### src/rtl/lcdt_pkg.sv
package lcdt_pkg;
   localparam int TICK_W = 12;
   localparam int LINE_W = 9;
   localparam int MAX_CPP = 3;

   typedef logic [TICK_W-1:0] tick_t;
   typedef logic [LINE_W-1:0] line_t;

   // Horizontal thresholds, all in ticks, for the latched clocks-per-pixel.
   typedef struct packed {
      tick_t last;      // final tick of a line
      tick_t hs_end;    // first tick after the line sync pulse
      tick_t de_start;  // first valid pixel tick
      tick_t de_end;    // first tick after the valid window
   } hwin_t;

   function automatic logic [1:0] norm_cpp(input logic [1:0] sel);
      return (sel == 2'd0) ? 2'd1 : sel;
   endfunction
endpackage

### src/rtl/lcdt_ctl.sv
module lcdt_ctl
   import lcdt_pkg::*;
#(
   parameter int H_TOTAL  = 336,
   parameter int H_ACTIVE = 320,
   parameter int H_SYNC   = 2,
   parameter int H_LEAD   = 7,
   parameter int CORR1    = 0,
   parameter int CORR2    = 3,
   parameter int CORR3    = 5
) (
   input  logic       clk,
   input  logic       rst_n,
   input  logic       enable,
   input  logic [1:0] cpp_sel,
   output logic       run,
   output logic [1:0] cpp,
   output hwin_t      win
);
   hwin_t tbl [4];
   logic [1:0] sel_n;

   generate
      for (genvar m = 0; m < 4; m++) begin : g_mode
         localparam int CPP  = (m == 0) ? 1 : m;
         localparam int CORR = (CPP == 1) ? CORR1 : (CPP == 2) ? CORR2 : CORR3;
         localparam int DE_S = H_LEAD * CPP + CORR;
         localparam int DE_E = DE_S + H_ACTIVE * CPP;
         if (DE_E > H_TOTAL * CPP) begin : g_bad_window
            $error("active window overruns the line in mode %0d", CPP);
         end
         assign tbl[m] = '{last:     tick_t'(H_TOTAL * CPP - 1),
                           hs_end:   tick_t'(H_SYNC * CPP),
                           de_start: tick_t'(DE_S),
                           de_end:   tick_t'(DE_E)};
      end
   endgenerate

   assign sel_n = norm_cpp(cpp_sel);

   always_ff @(posedge clk) begin
      if (!rst_n) begin
         run <= 1'b0;
         cpp <= 2'd1;
         win <= tbl[1];
      end else begin
         run <= enable;
         if (enable && !run) begin
            cpp <= sel_n;
            win <= tbl[sel_n];
         end
      end
   end
endmodule

### src/rtl/lcdt_hcount.sv
module lcdt_hcount
   import lcdt_pkg::*;
(
   input  logic  clk,
   input  logic  rst_n,
   input  logic  enable,
   input  logic  run,
   input  tick_t last,
   output tick_t tick,
   output logic  wrap
);
   assign wrap = run && (tick == last);

   always_ff @(posedge clk) begin
      if (!rst_n) begin
         tick <= '0;
      end else if (!enable || !run) begin
         tick <= '0;
      end else if (wrap) begin
         tick <= '0;
      end else begin
         tick <= tick + tick_t'(1);
      end
   end
endmodule

### src/rtl/lcdt_vcount.sv
module lcdt_vcount
   import lcdt_pkg::*;
#(
   parameter int V_TOTAL = 244
) (
   input  logic  clk,
   input  logic  rst_n,
   input  logic  enable,
   input  logic  run,
   input  logic  wrap,
   output line_t line
);
   localparam line_t LAST = line_t'(V_TOTAL - 1);

   always_ff @(posedge clk) begin
      if (!rst_n) begin
         line <= '0;
      end else if (!enable || !run) begin
         line <= '0;
      end else if (wrap) begin
         line <= (line == LAST) ? '0 : line + line_t'(1);
      end
   end
endmodule

### src/rtl/lcdt_decode.sv
module lcdt_decode
   import lcdt_pkg::*;
#(
   parameter int V_TOP     = 2,
   parameter int V_VISIBLE = 240,
   parameter int V_SYNC    = 2
) (
   input  logic       run,
   input  logic [1:0] cpp,
   input  hwin_t      win,
   input  tick_t      tick,
   input  line_t      line,
   output logic       hsync_n,
   output logic       vsync_n,
   output logic       de
);
   localparam line_t FIRST_IMG = line_t'(V_TOP);
   localparam line_t END_IMG   = line_t'(V_TOP + V_VISIBLE);

   tick_t vs_end;
   logic  img_line;

   assign vs_end   = tick_t'(V_SYNC * int'(cpp));
   assign img_line = (line >= FIRST_IMG) && (line < END_IMG);

   always_comb begin
      hsync_n = !(run && (tick < win.hs_end));
      vsync_n = !(run && (line == '0) && (tick < vs_end));
      de      = run && img_line && (tick >= win.de_start) && (tick < win.de_end);
   end
endmodule

### src/rtl/lcdt_sync_gen.sv
module lcdt_sync_gen
   import lcdt_pkg::*;
#(
   parameter int H_TOTAL   = 336,
   parameter int H_ACTIVE  = 320,
   parameter int H_SYNC    = 2,
   parameter int H_LEAD    = 7,
   parameter int V_VISIBLE = 240,
   parameter int V_BLANK   = 4,
   parameter int V_SYNC    = 2,
   parameter int CORR1     = 0,
   parameter int CORR2     = 3,
   parameter int CORR3     = 5
) (
   input  logic              clk,
   input  logic              rst_n,
   input  logic              enable,
   input  logic [1:0]        cpp_sel,
   output logic              hsync_n,
   output logic              vsync_n,
   output logic              de,
   output logic [TICK_W-1:0] pix_tick,
   output logic [LINE_W-1:0] line_idx
);
   localparam int V_TOTAL = V_VISIBLE + V_BLANK;
   localparam int V_TOP   = V_BLANK / 2;

   generate
      if (H_TOTAL * MAX_CPP > (1 << TICK_W)) begin : g_bad_tick_w
         $error("tick counter too narrow for the line length");
      end
      if (V_TOTAL > (1 << LINE_W)) begin : g_bad_line_w
         $error("line counter too narrow for the frame height");
      end
      if (V_SYNC > H_TOTAL) begin : g_bad_vsync
         $error("frame sync wider than a line");
      end
   endgenerate

   logic       run;
   logic [1:0] cpp_q;
   hwin_t      win;
   logic       wrap;

   lcdt_ctl #(
      .H_TOTAL(H_TOTAL), .H_ACTIVE(H_ACTIVE), .H_SYNC(H_SYNC), .H_LEAD(H_LEAD),
      .CORR1(CORR1), .CORR2(CORR2), .CORR3(CORR3)
   ) u_ctl (
      .clk(clk), .rst_n(rst_n), .enable(enable), .cpp_sel(cpp_sel),
      .run(run), .cpp(cpp_q), .win(win)
   );

   lcdt_hcount u_hcnt (
      .clk(clk), .rst_n(rst_n), .enable(enable), .run(run),
      .last(win.last), .tick(pix_tick), .wrap(wrap)
   );

   lcdt_vcount #(.V_TOTAL(V_TOTAL)) u_vcnt (
      .clk(clk), .rst_n(rst_n), .enable(enable), .run(run),
      .wrap(wrap), .line(line_idx)
   );

   lcdt_decode #(.V_TOP(V_TOP), .V_VISIBLE(V_VISIBLE), .V_SYNC(V_SYNC)) u_dec (
      .run(run), .cpp(cpp_q), .win(win), .tick(pix_tick), .line(line_idx),
      .hsync_n(hsync_n), .vsync_n(vsync_n), .de(de)
   );
endmodule

### config.mk
export PLATFORM = sky130hd
export DESIGN_NAME = lcdt_sync_gen
export DESIGN_NICKNAME = d
export VERILOG_FILES = /design/src/rtl/lcdt_pkg.sv /design/src/rtl/lcdt_ctl.sv /design/src/rtl/lcdt_hcount.sv /design/src/rtl/lcdt_vcount.sv /design/src/rtl/lcdt_decode.sv /design/src/rtl/lcdt_sync_gen.sv
export SDC_FILE = /design/constraint.sdc
export NUM_CORES = 1
export LEC_CHECK = 0
export BUFFER_PORTS_ARGS = -buffer_cell sky130_fd_sc_hd__buf_4
export CAP_MARGIN = 5
export CORE_ASPECT_RATIO = 1.5
export CORE_MARGIN = 4
export CORE_UTILIZATION = 25
export DETAILED_ROUTE_END_ITERATION = 8
export GPL_TIMING_DRIVEN = 0
export RECOVER_POWER = 25
export SKIP_LAST_GASP = 1
export SLEW_MARGIN = 0
export SYNTH_ARGS = -nofsm -noshare
export SYNTH_HDL_FRONTEND = slang
export SYNTH_SLANG_ARGS = --single-unit
### constraint.sdc
create_clock -name clk -period 2.3 [get_ports clk]
set_clock_uncertainty 0.1 [all_clocks]
set_input_delay 0.46 -clock clk [delete_from_list [all_inputs] [get_ports clk]]
set_output_delay 0.46 -clock clk [all_outputs]
set_load 0.02 [all_outputs]
Word level (Yosys, flattened, before mapping)
Index checks and enable logic that the tools add are counted.
- $add $sub $neg: 2
- order comparisons: 7
- eq/ne operators: 2
- muxes and demuxes: 5
- bitwise logic cells: 2
- reductions and logical operators: 18
- operators with widths (operator ; count):
    48-bit binary-select mux with 2-bit select ; 1
    48-bit two-way mux ; 2
    12-bit less-than comparator ; 2
    12-bit by 1-bit adder with 12-bit output (second input constant) ; 1
    12-bit == test ; 1
    12-bit greater-or-equal comparator ; 1
    12-bit by 3-bit less-than comparator with 1-bit output ; 1
    9-bit by 1-bit adder with 9-bit output (second input constant) ; 1
    9-bit by 8-bit == test with 1-bit output (second input constant) ; 1
    9-bit by 2-bit greater-or-equal comparator with 1-bit output (second input constant) ; 1
    1-bit logical AND ; 9
    9-bit zero test ; 1
    9-bit by 8-bit less-than comparator with 1-bit output (second input constant) ; 1
    9-bit two-way mux ; 1
    1-bit zero test ; 4
    3-bit greater-or-equal comparator (second input constant) ; 1
    2-bit NOT with 3-bit output ; 1
    3-bit OR reduction ; 1
    2-bit zero test ; 1
    2-bit two-way mux ; 1
    2-bit OR reduction ; 1
    1-bit logical OR ; 1
    1-bit NOT ; 1
- bits in registers: 72
- input port bits: 5

Logic depth before layout (Yosys ltp)
Gate-level depths: netlist of the first run.
- word-level depth: 6
- depth in mapped cells: 8
- mapped depth without buffers: 7

By module
From an unflattened synthesis of the first run, not the netlist that was laid out.
- cells, all modules: 322
- area, all modules: 2668.8 um^2
- by module, submodules not included (module ; instances ; cells each ; area each (um^2) ; seq. area each (um^2)):
    lcdt_decode ; 1 ; 127 ; 940.9 ; 0.0
    lcdt_hcount ; 1 ; 76 ; 701.9 ; 240.2
    lcdt_ctl ; 1 ; 71 ; 595.6 ; 140.1
    lcdt_vcount ; 1 ; 48 ; 430.4 ; 180.2

Worst setup path before layout of the first run
OpenSTA, ideal clock, no wires.
- path type: register -> output
- start: register u_hcnt.tick[5]
- end: output port vsync_n
- arrival: 1.930 ns
- setup slack: -0.190 ns
- stages on the path, launching flop included: 5
- path buffers: 1
- cell sequence: dfxtp_1 > buf_2 > or4b_1 > or4_1 > nand4bb_1
- cells in the longest elaborated chain, start to end: 3
- ends and longest elaborated chain (element ; line ; source):
    from (decl) ; lcdt_hcount.sv:9 ; output tick_t tick,
    from (signal assigned) ; lcdt_hcount.sv:22 ; tick <= tick + tick_t'(1);
    12-bit by 3-bit less-than comparator with 1-bit output ; lcdt_decode.sv:28 ; vsync_n = !(run && (line == '0) && (tick < vs_end));
    1-bit logical AND ; lcdt_decode.sv:28 ;
    1-bit zero test ; lcdt_decode.sv:28 ;
    to (decl) ; lcdt_sync_gen.sv:20 ; output logic vsync_n,
No other way between the ends.

Worst setup path in the final report of the first run
- start: register u_hcnt.tick[2]
- end: output port de
- cells in the longest elaborated chain, start to end: 3
- ends and longest elaborated chain (element ; line ; source):
    12-bit greater-or-equal comparator ; lcdt_decode.sv:29 ; de = run && img_line && (tick >= win.de_start) && (tick < win.de_end);
    1-bit logical AND ; lcdt_decode.sv:29 ;
    1-bit logical AND (*) ; lcdt_decode.sv:29 ;
    to (decl) ; lcdt_sync_gen.sv:21 ; output logic de,
Every way passes the cells marked *; elsewhere a longest branch is shown, timed or not.

==> flow_summary_export.csv, run 1 <==
group,metric,value,unit
outcome,outcome,"finished with violations",
outcome,violations,"negative setup slack",
sta,setup_viol,3,
yosys,synth_nets,203,
yosys,ys_types,40,
yosys,synth_fa_ha_area_frac,0.111,
yosys,yosysTopAreaCellShare,0.355,
die,initial_core_util,0.258,
die,die-area,7680,um2
clock_tree,clk_latency,0.29,ns
min_path,whs_path_depth,2,
yosys,synth-xor-area-share,0.0721,
sta,layout_min_cycle_time,2.51,ns
critical_path,cp_max_fo,3,
die,pin_count,29,
power_and_ir_drop,ir_drop,0.299,mV
clock_tree,clock_sinks,28,
cells_and_area,syn_to_final_growth,35.3,%
clock_tree,cts_tree,"yes",
sta,holdWs,0.259,ns
route,first_pass_iters,4,
yosys,synthMuxAreaShare,0.0127,
route,wl_per_cell,13.3,um
sta,hold_violations,0,
sta,finalCritPeriodShare,1.09,
global_route,grt-ovfl-total,0,
sta,setup_tns,-0.518,ns
yosys,avgSynthCellArea,8.58,um2
critical_path,critPathCaptureType,"output pin",
sta,tightest_slew,0.482,ns
yosys,synth_seq_cells,28,
cells_and_area,final_nets,245,
yosys,yosys.area_share.simple,0.301,
critical_path,ff2ff_path_depth,8,
power_and_ir_drop,p_leak,0.000889,uW
yosys,synth-main-ff-cell,"dfxtp_1",
die,die_w,72.9,um
yosys,synth_top_family_by_area,"simple AND/OR/NAND/NOR gates",
global_route,grt_pass1_vias,1422,
sta,fin_ws,-0.210,ns
route,routed_wl,3970,um
route,vias_per_cell,4.83,
power_and_ir_drop,power.density,448,nW/um2
die,die_height,105,um
yosys,synth_edf_count,0,
cells_and_area,mostFrequentLayoutCells,"buf_4, nor2_1, nand2_1",
critical_path,worstSetupPathType,"flop to output pin",
clock_tree,numCtsBuffers,3,
yosys,synth_compound_area_frac,0.112,
global_route,grt_start_max_net_pins,17,
placed_design,hpwlAfterDp,2890,um
sta,clock.fmax,0.398,GHz
yosys,synth-seq-area-share,0.355,
die,std_cell_rows,35,
critical_path,cp.required,1.74,ns
die,core,6130,um2
cells_and_area,antennaDiodeCount,0,
route,drc_errors,0,
placed_design,place.gp.congestion,0.782,
route,vias,1444,
critical_path,critPathLaunchType,"flop",
route,ant_nets,0,
yosys,yosysTopAreaCell,"dfxtp_1",
yosys,syn_inst,184,
cells_and_area,drive_above_1_share,0.320,
clock_tree,clkSlewWorstSetupHoldPaths,0.11,ns
flow_run,drv_cap,0,
yosys,synthTopCellsByArea,"dfxtp_1, ha_1, nor2_1, xnor2_1, nand2_1",
global_route,antenna_found_initial,0,
cells_and_area,layout_commonest_cell,"buf_4",
clock_tree,ctsHoldBuffers,0,
placed_design,port_buffers,28,
route,drt-initial-drc-count,45,
sta,rsz0062_at_grt,"yes",
yosys,netlist_area,1580,um2
yosys,async_reset_ff_frac,0,
clock_tree,cts-root-buf,"clkbuf_8",
clock_tree,clockBufferDepth,2,
critical_path,critPathArrivalTime,1.95,ns
sta,slew_headroom,0.678,
sta,final_max_slew_viol_count,0,
clock_tree,htree_levels,1,
min_path,hp-class,"primary input to flop",
global_route,grt_use_total,0.108,
global_route,grt_pass1_wl,6620,um
yosys,yosysWarnings,0,
sequential cells by signal, indices dropped and copies added (netlist names):
register / cells
u_hcnt.tick: 12
u_ctl.run: 1
u_ctl.win: 6
u_vcnt.line: 9
metrics by stage:
stage / worst slack, ns / utilization / power, uW / instance area, um2 / std cells
floorplan: -0.0255 / - / 539 / 1600 / 184
global placement: -0.0519 / 0.311 / 559 / 1910 / 286
detailed placement: -0.0596 / 0.311 / 560 / 1910 / 286
CTS: -0.200 / 0.342 / 958 / 2090 / 299
global route: -0.284 / 0.349 / 986 / 2140 / 299
finish: -0.210 / 0.349 / 956 / 2140 / 299
routing by layer:
| layer | vias to the layer above | routed length [um] | GRT usage |
|---|---|---|---|
| met1 | 692 | 1720 | 0.132 |
| met2 | 24 | 2080 | 0.191 |
| met3 | 4 | 112 | 0.0153 |
| met4 | 0 | 53 | 0.0317 |
| met5 | - | 0 | 0 |
| li1 | 724 | - | - |
worst paths after layout:
check                                                from                           to  slack, ns
worst min-delay path                                rst_n    u_ctl.win[2]$_SDFFE_PN1P_       0.26
worst max-delay path            u_hcnt.tick[2]$_SDFF_PP0_                           de      -0.21
worst max register to register  u_ctl.win[7]$_SDFFE_PN0P_  u_vcnt.line[0]$_SDFFE_PP0P_       0.09
worst min register to register  u_ctl.win[7]$_SDFFE_PN0P_    u_ctl.win[7]$_SDFFE_PN0P_       0.39
cells by family (layout without fill, tap and decap cells):
kind of cell | Yosys count | after routing
and+or+nand+nor | 83 | 83
AOI/OAI and AO/OA | 30 | 30
DFF | 28 | 28
adders and majority gates | 14 | 14
buffers and inverters | 14 | 55
xor gates and xnor gates | 13 | 13
muxes | 2 | 2
synth_stat cells, types with 2 or more instances:
master,instances
a21boi_0,2
a21oi_1,11
and2_1,2
and3_1,8
and4_1,2
clkbuf_1,2
dfxtp_1,28
ha_1,14
inv_1,10
mux2i_1,2
nand2_1,16
nand2b_1,3
nand3_1,7
nor2_1,21
nor2b_1,5
o21ai_0,10
or3_1,3
or4_1,4
or4b_1,2
xnor2_1,7
xor2_1,6
power by group:
part           switching (uW)  internal, uW  leakage, uW  total, uW
sequential               5.87           484     0.000234        490
combinational            30.5          30.4     0.000620       60.9
clock                     172           234    0.0000357        406
critical path: stages, from the launching register on:
cell and delay, ns:
dfxtp_4 0.38, ha_1 0.30, nand2_2 0.07, nor2_1 0.05
or4_1 0.41, mux2i_1 0.20, a211oi_2 0.08, buf_4 0.16
final cells by class:
| cell class | instances | area [um2] |
|---|---|---|
| fillers | 664 | 3990 |
| multi-input cells | 142 | 1030 |
| flip-flops and latches | 28 | 596 |
| repair buffers | 38 | 297 |
| well taps | 74 | 92.6 |
| clock buffers | 3 | 41.3 |
| inverters | 10 | 40.0 |
| clock inverters | 1 | 30.0 |
| plain buffers | 3 | 15.0 |
repair_timing:
action,in CTS,in global routing
buffers inserted,10,0
resized for setup,23,10
pin swaps,3,1
endpoints found under the setup margin,3,19
hold endpoints to repair,0,0
Note: power is estimated with default switching activity, not from simulation.
==> run 2, diff against run 1 <==
--- a/config.mk
+++ b/config.mk
@@ -17,4 +17,5 @@
 export SLEW_MARGIN = 0
 export SYNTH_ARGS = -nofsm -noshare
 export SYNTH_HDL_FRONTEND = slang
+export SYNTH_HIERARCHICAL = 1
 export SYNTH_SLANG_ARGS = --single-unit
==> flow_summary_export.csv, run 2 <==
group,metric,value,unit
cells_and_area,syn_to_final_growth,33.8,%
global_route,met1_usage,0.124,
critical_path,cp_max_fo,9,
yosys,avgSynthCellArea,8.29,um2
yosys,yosys-top-cells-count,"buf_4, inv_1, ha_1",
sta,fin_ws,-0.382,ns
critical_path,crit_chain,"ha_1 -> nand4_1 -> a2111oi_4 -> a2111oi_4 -> nor3_2 -> buf_4",
cells_and_area,antennaDiodeCount,0,
sta,rsz0062_at_grt,"yes",
clock_tree,clk_latency,0.27,ns
global_route,grtUsageMet3,0.0139,
cells_and_area,registers.top_by_ff_count,"u_hcnt/tick",
yosys,synth_compound_area_frac,0.112,
placed_design,place.gp.congestion,0.812,
global_route,grt_use_total,0.109,
clock_tree,numCtsBuffers,3,
yosys,synth-xor-area-share,0.0788,
placed_design,post_dp_cell_area,3170,um2
cells_and_area,drive_above_1_share,0.350,
min_path,hp-class,"flop to flop",
yosys,yosysWarnings,6,
cells_and_area,layout_commonest_cell,"buf_4",
sta,final_max_slew_viol_count,0,
die,core,10300,um2
yosys,async_reset_ff_frac,0,
clock_tree,clockBufferDepth,2,
flow_run,drv_cap,0,
clock_tree,cts-root-buf,"clkbuf_16",
yosys,netlist_area,2670,um2
yosys,synthMuxAreaShare,0.0113,
route,vias,2293,
power_and_ir_drop,intPower,831,uW
critical_path,cp.required,1.74,ns
clock_tree,htree_levels,1,
power_and_ir_drop,comb_power_share,0.173,
min_path,whs_path_depth,1,
route,vias_per_cell,4.33,
placed_design,port_buffers,28,
clock_tree,cts_tree,"yes",
power_and_ir_drop,p_clk_frac,0.373,
global_route,grt_start_max_net_pins,16,
cells_and_area,largest_register_ffs,12,
global_route,antenna_found_initial,0,
yosys,synth-seq-area-share,0.210,
cells_and_area,final_nets,432,
yosys,synthTopCellsByArea,"dfxtp_1, ha_1, buf_4, inv_1, xnor2_1",
power_and_ir_drop,power.density,307,nW/um2
power_and_ir_drop,ir_drop,0.243,mV
sta,hold_violations,0,
die,std_cell_rows,45,
clock_tree,clock_sinks,28,
die,die_height,135,um
power_and_ir_drop,p_seq_frac,0.454,
yosys,synth_seq_cells,28,
die,die-area,12400,um2
critical_path,cp_num_cells,6,
yosys,synth_top_family_by_area,"simple AND/OR/NAND/NOR gates",
yosys,synth_fa_ha_area_frac,0.173,
yosys,yosys.area_share.simple,0.217,
power_and_ir_drop,p_sw_frac,0.241,
die,pin_count,29,
cells_and_area,final_util,0.346,
placed_design,placedCellCount,515,
yosys,yosysTopAreaCell,"dfxtp_1",
yosys,ys_types,56,
sta,clock.fmax,0.373,GHz
yosys,synth-main-ff-cell,"dfxtp_1",
power_and_ir_drop,finalPower,1100,uW
critical_path,critPathLaunchType,"flop",
yosys,synth_edf_count,0,
cells_and_area,fillCellCount,1084,
outcome,outcome,"finished with violations",
route,first_pass_iters,4,
cells_and_area,finalNonFillerCells,530,
critical_path,cpMostUsedCell,"a2111oi_4",
critical_path,worstSetupPathType,"flop to output pin",
power_and_ir_drop,p_leak,0.00154,uW
sta,setup_viol,10,
critical_path,critPathArrivalTime,2.12,ns
route,ant_nets,0,
sta,layout_min_cycle_time,2.68,ns
critical_path,cp_top_family,"compound AO/OA/AOI/OAI gates",
clock_tree,clkSlewWorstSetupHoldPaths,0.07,ns
critical_path,crit_buf_inv,1,
critical_path,crit_path_top_delay_cell,"dfxtp_1",
route,wl_per_cell,12.3,um
route,drc_errors,0,
power_and_ir_drop,p_switching,264,uW
route,routed_wl,6510,um
cells_and_area,top_regs,"u_hcnt/tick (12), u_vcnt/line (9), u_ctl/win (6)",
global_route,grt_util_met2,0.205,
route,drt-initial-drc-count,78,
outcome,violations,"negative setup slack",
global_route,grt_pass1_wl,11100,um
die,die_w,92.4,um
critical_path,slowest_delay,0.44,ns
placed_design,hpwlAfterDp,4800,um
cells_and_area,fin_area,3570,um2
cells_and_area,mostFrequentLayoutCells,"buf_4, inv_1, ha_1",
die,initial_core_util,0.259,
sta,finalCritPeriodShare,1.17,
yosys,syn_inst,322,
global_route,grt-ovfl-total,0,
critical_path,critPathCaptureType,"output pin",
yosys,synth.most_common_cell,"buf_4",
critical_path,ff2ff_path_depth,10,
yosys,yosysTopAreaCellShare,0.210,
global_route,grt_pass1_vias,2347,
global_route,grt_busiest_layer,"met2",
[run 2: cells by family (layout without fill, tap and decap cells)]
| logic type | after synthesis | count (layout) |
|---|---|---|
| AOI/OAI and AO/OA | 43 | 43 |
| muxes | 3 | 3 |
| and+or+nand+nor | 97 | 97 |
| buffers and inverters | 88 | 131 |
| other | 2 | 26 |
| DFF | 28 | 28 |
| xor gates and xnor gates | 24 | 24 |
| adders and majority gates | 37 | 37 |
[run 2: path summary, 6_finish.rpt]
check | to | slack, ns | startpoint
max | de | -0.38 | u_hcnt/tick[11]$_SDFF_PP0_
min | u_hcnt/tick[0]$_SDFF_PP0_ | 0.39 | u_hcnt/tick[0]$_SDFF_PP0_
max reg2reg | u_vcnt/line[8]$_SDFFE_PP0P_ | -0.24 | u_ctl/win[44]$_SDFFE_PN1P_
min reg2reg | u_hcnt/tick[0]$_SDFF_PP0_ | 0.39 | u_hcnt/tick[0]$_SDFF_PP0_
[run 2: worst register-to-register path, cell delays in order, from the launching register on]
cell     delay [ns]
dfxtp_4        0.35
buf_8          0.13
buf_4          0.13
buf_6          0.11
xnor2_2        0.19
nand4_1        0.19
nor4_4         0.39
buf_6          0.19
nand4_1        0.17
or3_1          0.40
a21oi_1        0.13
[run 2: metal layers]
layer  share of wire  wire (um)  vias up
met5               0          0        -
met4           0.032        210        0
met3           0.027        173       13
met2            0.52       3380       42
met1            0.42       2750     1039
li1                -          -     1199
[run 2: repair_timing]
action | CTS | global route
setup endpoints to repair | 10 | 11
gates resized for setup | 33 | 17
hold buffers | 0 | 0
pin swaps | 18 | 13
setup buffers | 10 | 2
[run 2: cell type report]
cell class              count  area, um2  area share
plain buffers              48        379       0.106
clock buffers               4       78.8      0.0221
inverters                  39        149      0.0417
multi-input cells         230       1880       0.527
flip-flops and latches     28        581       0.163
well taps                 141        176      0.0494
repair buffers             40        324      0.0908
[run 2: power groups by stage]
stage	clock network, uW	logic [uW]	registers (uW)
after floorplan	0	127	509
after global placement	0	152	514
after detailed placement	0	156	514
after CTS	413	183	497
after global routing	440	210	498
final	409	189	497
[run 2: per-stage QoR]
stage | setup WS [ns] | hold WS (ns) | setup TNS [ns]
floorplan | -0.0534 | 0.362 | -0.0634
global placement | -0.587 | 0.372 | -3.68
detailed placement | -0.558 | 0.373 | -3.67
CTS | -0.454 | 0.332 | -1.02
global route | -0.498 | 0.407 | -2.76
finish | -0.382 | 0.386 | -2.10
==> run 3, diff against run 2 <==
==> constraint.sdc (replaced) <==
create_clock -name clk -period 2.3 [get_ports clk]
set_clock_uncertainty 0.1 [all_clocks]
set_input_delay 0.23 -clock clk [delete_from_list [all_inputs] [get_ports clk]]
set_output_delay 0.23 -clock clk [all_outputs]
set_load 0.02 [all_outputs]
==> flow_summary_export.csv, run 3 (synthesis results as in run 2) <==
group,metric,value,unit
outcome,outcome,"finished with violations",
outcome,violations,"negative setup slack",
cells_and_area,top_regs,"u_hcnt/tick (12), u_vcnt/line (9), u_ctl/win (6)",
power_and_ir_drop,intPower,820,uW
power_and_ir_drop,comb_power_share,0.174,
flow_run,drv_cap,0,
clock_tree,clock_sinks,28,
global_route,antenna_found_initial,0,
route,ant_nets,0,
clock_tree,clkSlewWorstSetupHoldPaths,0.07,ns
global_route,grt_pass1_wl,11400,um
sta,setup_viol,7,
sta,fin_ws,-0.0824,ns
critical_path,cp.required,2.39,ns
sta,layout_min_cycle_time,2.38,ns
critical_path,cp_max_fo,6,
clock_tree,cts_tree,"yes",
cells_and_area,fin_area,3560,um2
die,pin_count,29,
min_path,hp-start,"enable",
power_and_ir_drop,p_sw_frac,0.242,
die,die_height,135,um
power_and_ir_drop,ir_drop,0.209,mV
sta,final_max_slew_viol_count,0,
clock_tree,cts-root-buf,"clkbuf_16",
cells_and_area,final_nets,434,
sta,rsz0062_at_grt,"yes",
clock_tree,clockBufferDepth,2,
placed_design,place.gp.congestion,0.787,
die,die_w,92.4,um
cells_and_area,registers.top_by_ff_count,"u_hcnt/tick",
clock_tree,htree_levels,1,
critical_path,critPathLaunchType,"flop",
power_and_ir_drop,p_seq_frac,0.457,
sta,hold_violations,0,
route,drc_errors,0,
placed_design,hpwlAfterDp,4840,um
route,vias,2376,
route,vias_per_cell,4.47,
cells_and_area,largest_register_ffs,12,
route,drt-initial-drc-count,132,
die,initial_core_util,0.259,
placed_design,post_dp_cell_area,3160,um2
critical_path,reg2reg_setup_slack,-0.08,ns
global_route,grt-ovfl-total,0,
critical_path,worstSetupPathType,"flop to flop",
global_route,grt_pass1_vias,2265,
critical_path,critPathCaptureType,"flop",
power_and_ir_drop,p_clk_frac,0.369,
min_path,whs_path_depth,2,
critical_path,critPathArrivalTime,2.47,ns
route,first_pass_iters,5,
cells_and_area,antennaDiodeCount,0,
critical_path,r2r_end,"u_vcnt/line[7]$_SDFFE_PP0P_",
min_path,hold_path_end,"u_ctl/run$_SDFF_PN0_",
global_route,grt_start_max_net_pins,15,
sta,finalCritPeriodShare,1.04,
cells_and_area,mostFrequentLayoutCells,"buf_4, inv_1, ha_1",
cells_and_area,final_util,0.345,
power_and_ir_drop,power.density,304,nW/um2
clock_tree,ctsHoldBuffers,0,
critical_path,worstReg2RegStart,"u_hcnt/tick[0]$_SDFF_PP0_",
global_route,grt_use_total,0.114,
critical_path,ff2ff_path_depth,8,
sta,setup_tns,-0.306,ns
placed_design,port_buffers,28,
clock_tree,numCtsBuffers,3,
sta,clock.fmax,0.420,GHz
route,wl_per_cell,13.2,um
cells_and_area,drive_above_1_share,0.356,
cells_and_area,syn_to_final_growth,33.3,%
die,std_cell_rows,45,
die,die-area,12400,um2
power_and_ir_drop,p_leak,0.00153,uW
min_path,hp-class,"primary input to flop",
clock_tree,clk_latency,0.27,ns
route,routed_wl,7010,um
power_and_ir_drop,p_switching,261,uW
cells_and_area,layout_commonest_cell,"buf_4",
die,core,10300,um2
[run 3: changes by cell type in the layout (fill, tap and decap cells not counted), sizes merged]
cell / previous run / this run
clkbuf: 6 / 8
buf: 86 / 85
[run 3: metrics by stage]
| stage | setup slack [ns] | std cells | hold WS, ns | total power [uW] |
|---|---|---|---|---|
| 4_1_cts | -0.0553 | 527 | 0.0902 | 1080 |
| 5_1_grt | -0.175 | 531 | 0.169 | 1130 |
| 6_report | -0.0824 | 531 | 0.157 | 1080 |
| 3_3_place_gp | -0.480 | 515 | 0.362 | 664 |
| 3_5_place_dp | -0.461 | 515 | 0.365 | 669 |
| 2_1_floorplan | -0.0101 | 346 | 0.192 | 636 |
[run 3: worst max path at each step]
stage                               start                     endpoint  slack (ns)  cells past startpoint
2_1_floorplan   u_hcnt/tick[7]$_SDFF_PP0_  u_vcnt/line[6]$_SDFFE_PP0P_       -0.01                      8
6_report        u_hcnt/tick[0]$_SDFF_PP0_  u_vcnt/line[7]$_SDFFE_PP0P_       -0.08                      8
4_1_cts        u_ctl/win[44]$_SDFFE_PN1P_                           de       -0.06                      8
3_3_place_gp    u_hcnt/tick[9]$_SDFF_PP0_  u_vcnt/line[2]$_SDFFE_PP0P_       -0.48                      7
5_1_grt        u_ctl/win[43]$_SDFFE_PN0P_                      hsync_n       -0.17                      9
3_5_place_dp   u_ctl/win[43]$_SDFFE_PN0P_  u_vcnt/line[2]$_SDFFE_PP0P_       -0.46                      8
[run 3: routing by layer]
metal,up-vias,share of wire,global-route usage,routed length [um]
met1,1085,0.41,0.131,2880
met5,-,0,0,0
li1,1200,-,-,-
met4,0,0.035,0.0537,248
met3,20,0.038,0.0151,265
met2,71,0.52,0.207,3610
[run 3: cell type report]
cell class	count	area [um2]
Timing Repair Buffer	44	330
Multi-Input combinational cell	230	1870
Tap cell	141	176
Buffer	46	360
Clock buffer	3	75.1
Sequential cell	28	596
Fill cell	1056	6750
Inverter	39	146
[run 3: what timing repair did]
item / 4_1_cts / 5_1_grt
setup buffers: 11 / 5
gates resized for setup: 52 / 6
setup endpoints to repair: 10 / 10
pin swaps: 16 / 11
[run 3: power by group through the flow]
stage               sequential (uW)  clock (uW)  combinational [uW]
finish                          494         399                 188
global route                    495         427                 208
CTS                             494         405                 180
detailed placement              515           0                 154
global placement                514           0                 150
floorplan                       510           0                 126
[run 3: critical path, cell delays in order (launching register included)]
cell	delay (ns)
dfxtp_4	0.36
clkbuf_1	0.30
xnor2_1	0.19
nand3_2	0.16
nor4_4	0.33
buf_6	0.18
nand3_2	0.10
or4_1	0.41
a31oi_1	0.18
